### src/rtl/i2cm_pkg.sv
package i2cm_pkg;
  localparam int ADDR_W = 10;
  localparam int BYTE_W = 8;

  typedef enum logic [1:0] {
    BC_START = 2'd0,
    BC_STOP  = 2'd1,
    BC_WRITE = 2'd2,
    BC_READ  = 2'd3
  } bcmd_e;

  typedef enum logic [2:0] {
    ST_IDLE, ST_HOLD, ST_START, ST_ADDR_HI, ST_ADDR_LO, ST_DATA, ST_STOP
  } seq_state_e;
endpackage

### src/rtl/i2cm_addr_fmt.sv
module i2cm_addr_fmt
  import i2cm_pkg::*;
(
  input  logic [ADDR_W-1:0] addr,
  input  logic              ten_bit,
  input  logic              rd,
  output logic [BYTE_W-1:0] first_byte,
  output logic [BYTE_W-1:0] second_byte
);
  localparam logic [4:0] TEN_PREFIX = 5'b11110;

  always_comb begin
    if (ten_bit) first_byte = {TEN_PREFIX, addr[9:8], rd};
    else         first_byte = {addr[6:0], rd};
    second_byte = addr[7:0];
  end
endmodule

### src/rtl/i2cm_xfer_count.sv
module i2cm_xfer_count #(
  parameter int CNT_W = 16
) (
  input  logic             clk,
  input  logic             rst,
  input  logic             load,
  input  logic [CNT_W-1:0] load_val,
  input  logic             dec,
  output logic             last
);
  localparam int FULL_W = CNT_W + 1;
  localparam logic [FULL_W-1:0] ONE  = FULL_W'(1);
  localparam logic [FULL_W-1:0] WRAP = {1'b1, {CNT_W{1'b0}}};

  logic [FULL_W-1:0] remain;

  always_ff @(posedge clk) begin
    if (rst) begin
      remain <= '0;
    end else if (load) begin
      remain <= (load_val == '0) ? WRAP : {1'b0, load_val};
    end else if (dec && remain != '0) begin
      remain <= remain - ONE;
    end
  end

  assign last = (remain == ONE);
endmodule

### src/rtl/i2cm_sequencer.sv
module i2cm_sequencer
  import i2cm_pkg::*;
#(
  parameter int CNT_W = 16
) (
  input  logic              clk,
  input  logic              rst,
  input  logic              ctl_wr,
  input  logic              ctl_start,
  input  logic              ctl_stop,
  input  logic              ctl_repeat,
  input  logic              ctl_transmit,
  input  logic              ctl_ten_bit,
  input  logic              nack_req,
  input  logic [9:0]        slave_addr,
  input  logic [CNT_W-1:0]  byte_count,
  input  logic [7:0]        tx_byte,
  input  logic              bus_busy,
  input  logic              arb_lost,
  output logic              be_cmd_valid,
  output logic [1:0]        be_cmd,
  output logic [7:0]        be_wdata,
  output logic              be_ack_out,
  input  logic              be_done,
  input  logic              be_ack_in,
  input  logic [7:0]        be_rdata,
  output logic              master_on,
  output logic              stop_armed,
  output logic              slave_rx,
  output logic [7:0]        rx_data,
  output logic              flag_ardy,
  output logic              flag_nack,
  output logic              flag_al,
  output logic              flag_scd,
  output logic              flag_xrdy,
  output logic              flag_rrdy
);
  seq_state_e state, state_n;
  bcmd_e      cmd_q;

  logic [ADDR_W-1:0] addr_q;
  logic tx_q, ten_q, rpt_q, stop_en_q;
  logic start_pend, stop_pend, nack_pend;
  logic cnt_last;
  logic [BYTE_W-1:0] addr_b0, addr_b1;

  logic req_start, req_stop_only, go_load, cnt_dec, issue, pend_set_ok;
  logic set_al, set_nack, set_ardy, set_rrdy, set_scd;

  function automatic logic is_cmd(seq_state_e s);
    return (s == ST_START) || (s == ST_ADDR_HI) || (s == ST_ADDR_LO) ||
           (s == ST_DATA)  || (s == ST_STOP);
  endfunction

  function automatic bcmd_e cmd_of(seq_state_e s, logic tx);
    case (s)
      ST_START: return BC_START;
      ST_STOP:  return BC_STOP;
      ST_DATA:  return tx ? BC_WRITE : BC_READ;
      default:  return BC_WRITE;
    endcase
  endfunction

  i2cm_addr_fmt u_addr (
    .addr        (addr_q),
    .ten_bit     (ten_q),
    .rd          (~tx_q),
    .first_byte  (addr_b0),
    .second_byte (addr_b1)
  );

  i2cm_xfer_count #(.CNT_W(CNT_W)) u_count (
    .clk      (clk),
    .rst      (rst),
    .load     (go_load),
    .load_val (byte_count),
    .dec      (cnt_dec),
    .last     (cnt_last)
  );

  always_comb begin
    state_n  = state;
    go_load  = 1'b0;
    cnt_dec  = 1'b0;
    set_al   = 1'b0;
    set_nack = 1'b0;
    set_ardy = 1'b0;
    set_rrdy = 1'b0;
    set_scd  = 1'b0;
    req_start     = ctl_wr && ctl_start && !(ctl_repeat && ctl_stop);
    req_stop_only = ctl_wr && ctl_stop && !ctl_start;
    case (state)
      ST_IDLE, ST_HOLD: begin
        if (req_start) begin
          if (state == ST_IDLE && bus_busy) set_al = 1'b1;
          else begin
            go_load = 1'b1;
            state_n = ST_START;
          end
        end else if (req_stop_only) begin
          state_n = ST_STOP;
        end
      end
      ST_START: begin
        if (arb_lost) begin
          set_al  = 1'b1;
          state_n = ST_IDLE;
        end else if (be_done) state_n = ST_ADDR_HI;
      end
      ST_ADDR_HI, ST_ADDR_LO: begin
        if (arb_lost) begin
          set_al  = 1'b1;
          state_n = ST_IDLE;
        end else if (be_done) begin
          if (be_ack_in) begin
            set_nack = 1'b1;
            state_n  = ST_STOP;
          end else if (state == ST_ADDR_HI && ten_q) state_n = ST_ADDR_LO;
          else state_n = ST_DATA;
        end
      end
      ST_DATA: begin
        if (arb_lost) begin
          set_al  = 1'b1;
          state_n = ST_IDLE;
        end else if (be_done) begin
          set_rrdy = !tx_q;
          set_ardy = rpt_q;
          cnt_dec  = !rpt_q;
          if (tx_q && be_ack_in) begin
            set_nack = 1'b1;
            state_n  = ST_STOP;
          end else if (rpt_q) begin
            if (stop_pend)       state_n = ST_STOP;
            else if (start_pend) state_n = ST_START;
          end else if (cnt_last) begin
            state_n = stop_en_q ? ST_STOP : ST_HOLD;
          end
        end
      end
      ST_STOP: begin
        if (be_done) begin
          set_scd = 1'b1;
          state_n = ST_IDLE;
        end
      end
      default: state_n = ST_IDLE;
    endcase
    issue = is_cmd(state_n) && ((state_n != state) || be_done);
    pend_set_ok = ctl_wr && rpt_q && is_cmd(state) && (state != ST_STOP) &&
                  is_cmd(state_n) && (state_n != ST_STOP);
  end

  always_ff @(posedge clk) begin
    if (rst) begin
      state        <= ST_IDLE;
      cmd_q        <= BC_START;
      be_cmd_valid <= 1'b0;
      be_wdata     <= '0;
      addr_q       <= '0;
      tx_q         <= 1'b0;
      ten_q        <= 1'b0;
      rpt_q        <= 1'b0;
      stop_en_q    <= 1'b0;
      start_pend   <= 1'b0;
      stop_pend    <= 1'b0;
      nack_pend    <= 1'b0;
      master_on    <= 1'b0;
      stop_armed   <= 1'b0;
      slave_rx     <= 1'b0;
      rx_data      <= '0;
      flag_ardy    <= 1'b0;
      flag_nack    <= 1'b0;
      flag_al      <= 1'b0;
      flag_scd     <= 1'b0;
      flag_xrdy    <= 1'b0;
      flag_rrdy    <= 1'b0;
    end else begin
      state        <= state_n;
      be_cmd_valid <= is_cmd(state_n);
      if (issue) begin
        cmd_q <= cmd_of(state_n, tx_q);
        case (state_n)
          ST_ADDR_HI: be_wdata <= addr_b0;
          ST_ADDR_LO: be_wdata <= addr_b1;
          ST_DATA:    be_wdata <= tx_q ? tx_byte : '1;
          default:    be_wdata <= '0;
        endcase
      end
      if (go_load) begin
        addr_q    <= slave_addr;
        tx_q      <= ctl_transmit;
        ten_q     <= ctl_ten_bit;
        rpt_q     <= ctl_repeat;
        stop_en_q <= ctl_stop && !ctl_repeat;
      end
      if (go_load || state_n == ST_STOP || state_n == ST_IDLE) begin
        start_pend <= 1'b0;
        stop_pend  <= 1'b0;
      end else if (state == ST_DATA && state_n == ST_START) begin
        start_pend <= 1'b0;
      end
      if (pend_set_ok) begin
        if (ctl_start) start_pend <= 1'b1;
        if (ctl_stop)  stop_pend  <= 1'b1;
      end
      if (nack_req) nack_pend <= 1'b1;
      else if (set_rrdy) nack_pend <= 1'b0;
      if (set_al || set_scd) master_on <= 1'b0;
      else if (go_load)      master_on <= 1'b1;
      if (set_al || set_scd) stop_armed <= 1'b0;
      else if ((go_load && ctl_stop && !ctl_repeat) || state_n == ST_STOP ||
               (pend_set_ok && ctl_stop)) stop_armed <= 1'b1;
      if (set_al)       slave_rx <= 1'b1;
      else if (go_load) slave_rx <= 1'b0;
      if (set_rrdy) rx_data <= be_rdata;
      flag_ardy <= set_ardy;
      flag_nack <= set_nack;
      flag_al   <= set_al;
      flag_scd  <= set_scd;
      flag_rrdy <= set_rrdy;
      flag_xrdy <= issue && state_n == ST_DATA && tx_q;
    end
  end

  assign be_cmd     = cmd_q;
  assign be_ack_out = nack_pend;
endmodule

### config.mk
export PLATFORM = sky130hd
export DESIGN_NAME = i2cm_sequencer
export DESIGN_NICKNAME = d
export VERILOG_FILES = /design/src/rtl/i2cm_pkg.sv /design/src/rtl/i2cm_addr_fmt.sv /design/src/rtl/i2cm_xfer_count.sv /design/src/rtl/i2cm_sequencer.sv
export SDC_FILE = /design/constraint.sdc
export NUM_CORES = 1
export LEC_CHECK = 0
export BUFFER_PORTS_ARGS = -buffer_cell sky130_fd_sc_hd__buf_2
export CAP_MARGIN = 20
export CORE_UTILIZATION = 30
export CTS_BUF_LIST = sky130_fd_sc_hd__clkbuf_16
export DETAILED_ROUTE_END_ITERATION = 10
export PLACE_DENSITY_LB_ADDON = 0.15
export SYNTH_ARGS = -nofsm -noshare
export SYNTH_HDL_FRONTEND = slang
export SYNTH_SLANG_ARGS = --single-unit
### constraint.sdc
create_clock -name clk -period 6.64 [get_ports clk]
set_input_delay 0.996 -clock clk [delete_from_list [all_inputs] [get_ports clk]]
set_output_delay 0.996 -clock clk [all_outputs]
set_load 0.1 [all_outputs]
==> flow_summary_export.csv <==
group,metric,value,unit
timing,slew_viol_final,0,
yosys,netlist_area,3630,um2
yosys,synthFlopType,"dfxtp_1",
power_and_ir_drop,p_total,0.00121,W
clock_network,cts_made_buffers,9,
placement,io_buffers,83,
hold_path,hp-class,"flop to flop",
routing,antenna_left,0,
power_and_ir_drop,comb_power_share,0.291,
routing,wirelength,11200,um
power_and_ir_drop,p_int,0.000767,W
yosys,avgSynthCellArea,7.83,um2
clock_network,cts_setup_buffers,0,
placement,numPlacedInstances,664,
clock_network,clock_latency,0.34,ns
timing,timing.final.crit_period,3.30,ns
floorplan,dieHeight,112,um
cells_and_area,final_common_cell,"buf_2",
power_and_ir_drop,ir_drop,0.118,mV
timing,hold_viol,0,
worst_setup_path,path_max_fanout,28,
grt,overflow,0,
clock_network,htreeDepth,3,
worst_setup_path,start_kind,"flop",
yosys,seq_area_frac_synth,0.358,
clock_network,cts_hold_buf,0,
clock_network,clock-root-buffer,"clkbuf_16",
yosys,yosys-top-cells-area,"dfxtp_1, a21oi_1, nand2_1",
status,failed_checks,"DRC",
grt,grt_pass1_wl,17900,um
routing,dr_total_vias,3782,
clock_network,path_clk_slew,0.05,ns
worst_setup_path,cp.required,6.88,ns
yosys,synth_fp_nets,524,
placement,place_hpwl,7730,um
routing,vias_per_cell,5.56,
power_and_ir_drop,swShare,0.367,
timing,setup_viol,0,
yosys,synthesis.instances,464,
power_and_ir_drop,clockPowerShare,0.344,
grt,grt_pass1_vias,3511,
yosys,synth_top_cell_area_share,0.358,
floorplan,pin_count,84,
power_and_ir_drop,p_per_area,274,nW/um2
power_and_ir_drop,power.switching,0.000445,W
timing,setup_tns,0,ns
worst_setup_path,crit_type,"flop to flop",
cells_and_area,mostFrequentLayoutCells,"buf_2, dfxtp_1, nand2_1, a21oi_1, nor2_1",
run,maxCapViolCount,0,
clock_network,clockBufferDepth,2,
yosys,ys_ff_latch,65,
cells_and_area,diodes,0,
routing,drtIter0Drc,205,
floorplan,die_w,112,um
cells_and_area,fin_nets,593,
floorplan,dieArea,12600,um2
routing,first_pass_iters,7,
status,outcome,"complete, but fails checks",
grt,track_usage,0.179,
cells_and_area,drive_gt1_frac,0.205,
power_and_ir_drop,power_leakage,1.67,nW
grt,grt_antenna_before_repair,0,
timing,rsz0062_at_grt,"no",
timing,max_slew.worst_pin.slew,0.815,ns
timing,fmax,303,MHz
worst_setup_path,cp-end-kind,"flop",
timing,fin_crit_sh,0.497,
grt,grt_max_degree,65,
routing,drc_errors,4,
clock_network,clock_sinks,65,
placement,gp_congestion,0.843,
yosys,yosys.area.top_type,"dfxtp_1",
cells_and_area,layout-area-overhead-vs-synth,21.4,%
cells_and_area,stdcell_count,680,
timing,slew_headroom,0.456,
power_and_ir_drop,seqPwrFrac,0.365,
yosys,synth_edf_count,0,
yosys,ys_warn_count,0,
floorplan,coreArea,11600,um2
routing,routedWlPerCell,16.4,um
floorplan,initial_utilization,0.313,
yosys,synth-async-reset-ratio,0,
yosys,yosysUniqueCellTypes,63,
worst_setup_path,worstPathArrival,3.54,ns
floorplan,fp-row-count,39,
clock_network,cts_tree,"done",
clock_network,postCtsResizedCells,0,
timing,clock_skew,0.00580,ns
## area by class of cell
class	instances	area, um2
Sequential cell	65	1300
Clock inverter	6	28.8
Tap cell	143	179
Fill cell	1209	7200
Timing Repair Buffer	88	453
Multi-Input combinational cell	346	2140
Clock buffer	9	225
Inverter	23	86.3
## state kept, by name (all words and copies together), names as in the netlist, 2 cells and up
| name | flops |
|---|---|
| rx_data | 8 |
| be_wdata | 8 |
| be_cmd | 2 |
| state | 3 |
| u_count.remain | 17 |
| addr_q | 10 |
## cells by family (layout without fill, tap and decap cells)
family	count (synthesis)	count (layout)	synth area share
muxes	3	3	0.00826
and+or+nand+nor	186	186	0.251
adders and majority gates	5	5	0.0172
buffers and inverters	53	126	0.0568
AOI/OAI and AO/OA	144	144	0.290
DFF	65	65	0.358
xor gates and xnor gates	8	8	0.0193
## metrics by stage
step	worst slack [ns]	hold slack (ns)	cell area, um2	utilization
2_1_floorplan	3.46	0.436	3630	-
3_3_place_gp	3.11	0.441	4150	0.357
3_5_place_dp	3.09	0.445	4150	0.357
4_1_cts	3.37	0.452	4410	0.379
5_1_grt	3.14	0.461	4410	0.380
6_report	3.34	0.450	4410	0.380
## critical path, stage by stage, from the launching register on
cell	delay, ns
dfxtp_1	0.71
inv_1	0.17
ha_1	0.32
nand2_1	0.12
nor3_2	0.04
buf_4	0.25
a21oi_1	0.37
o211a_1	0.28
o21ai_1	0.23
a221o_1	0.55
o32ai_1	0.16
## synth_stat cells (all sizes together) (6+ instances only)
master and instances:
inv 22, clkbuf 26, nand2b 6, o32ai 8
dfxtp 65, o32a 7, a21oi 48, nor3 22
nor4 12, a31oi 8, o21a 6, o21ai 10
nand3 12, nand2 58, nor2 47, a211oi 16
## power groups by stage
stage | Sequential [W] | Clock [W] | Combinational (W)
finish | 0.000442 | 0.000417 | 0.000352
global placement | 0.000450 | 0 | 0.000347
CTS | 0.000442 | 0.000426 | 0.000349
global route | 0.000445 | 0.000442 | 0.000382
floorplan | 0.000496 | 0 | 0.000215
detailed placement | 0.000450 | 0 | 0.000346
## worst paths after layout
check / cells past startpoint / to / start / slack [ns]
max reg2reg: 10 / be_wdata[0] / state[1] / 3.34
min: 2 / rx_data[5] / rx_data[5] / 0.45
min reg2reg: 2 / rx_data[5] / rx_data[5] / 0.45
max: 10 / be_wdata[0] / state[1] / 3.34
## routing by layer
metal	routed length [um]	part of all wire	GRT usage	vias to the layer above
met5	0	0	0	-
met4	292	0.026	0.0791	0
met3	690	0.062	0.0475	22
met2	5080	0.46	0.279	154
met1	5080	0.46	0.234	1751
li1	-	-	-	1855
Power figures use the tool's default switching activity.
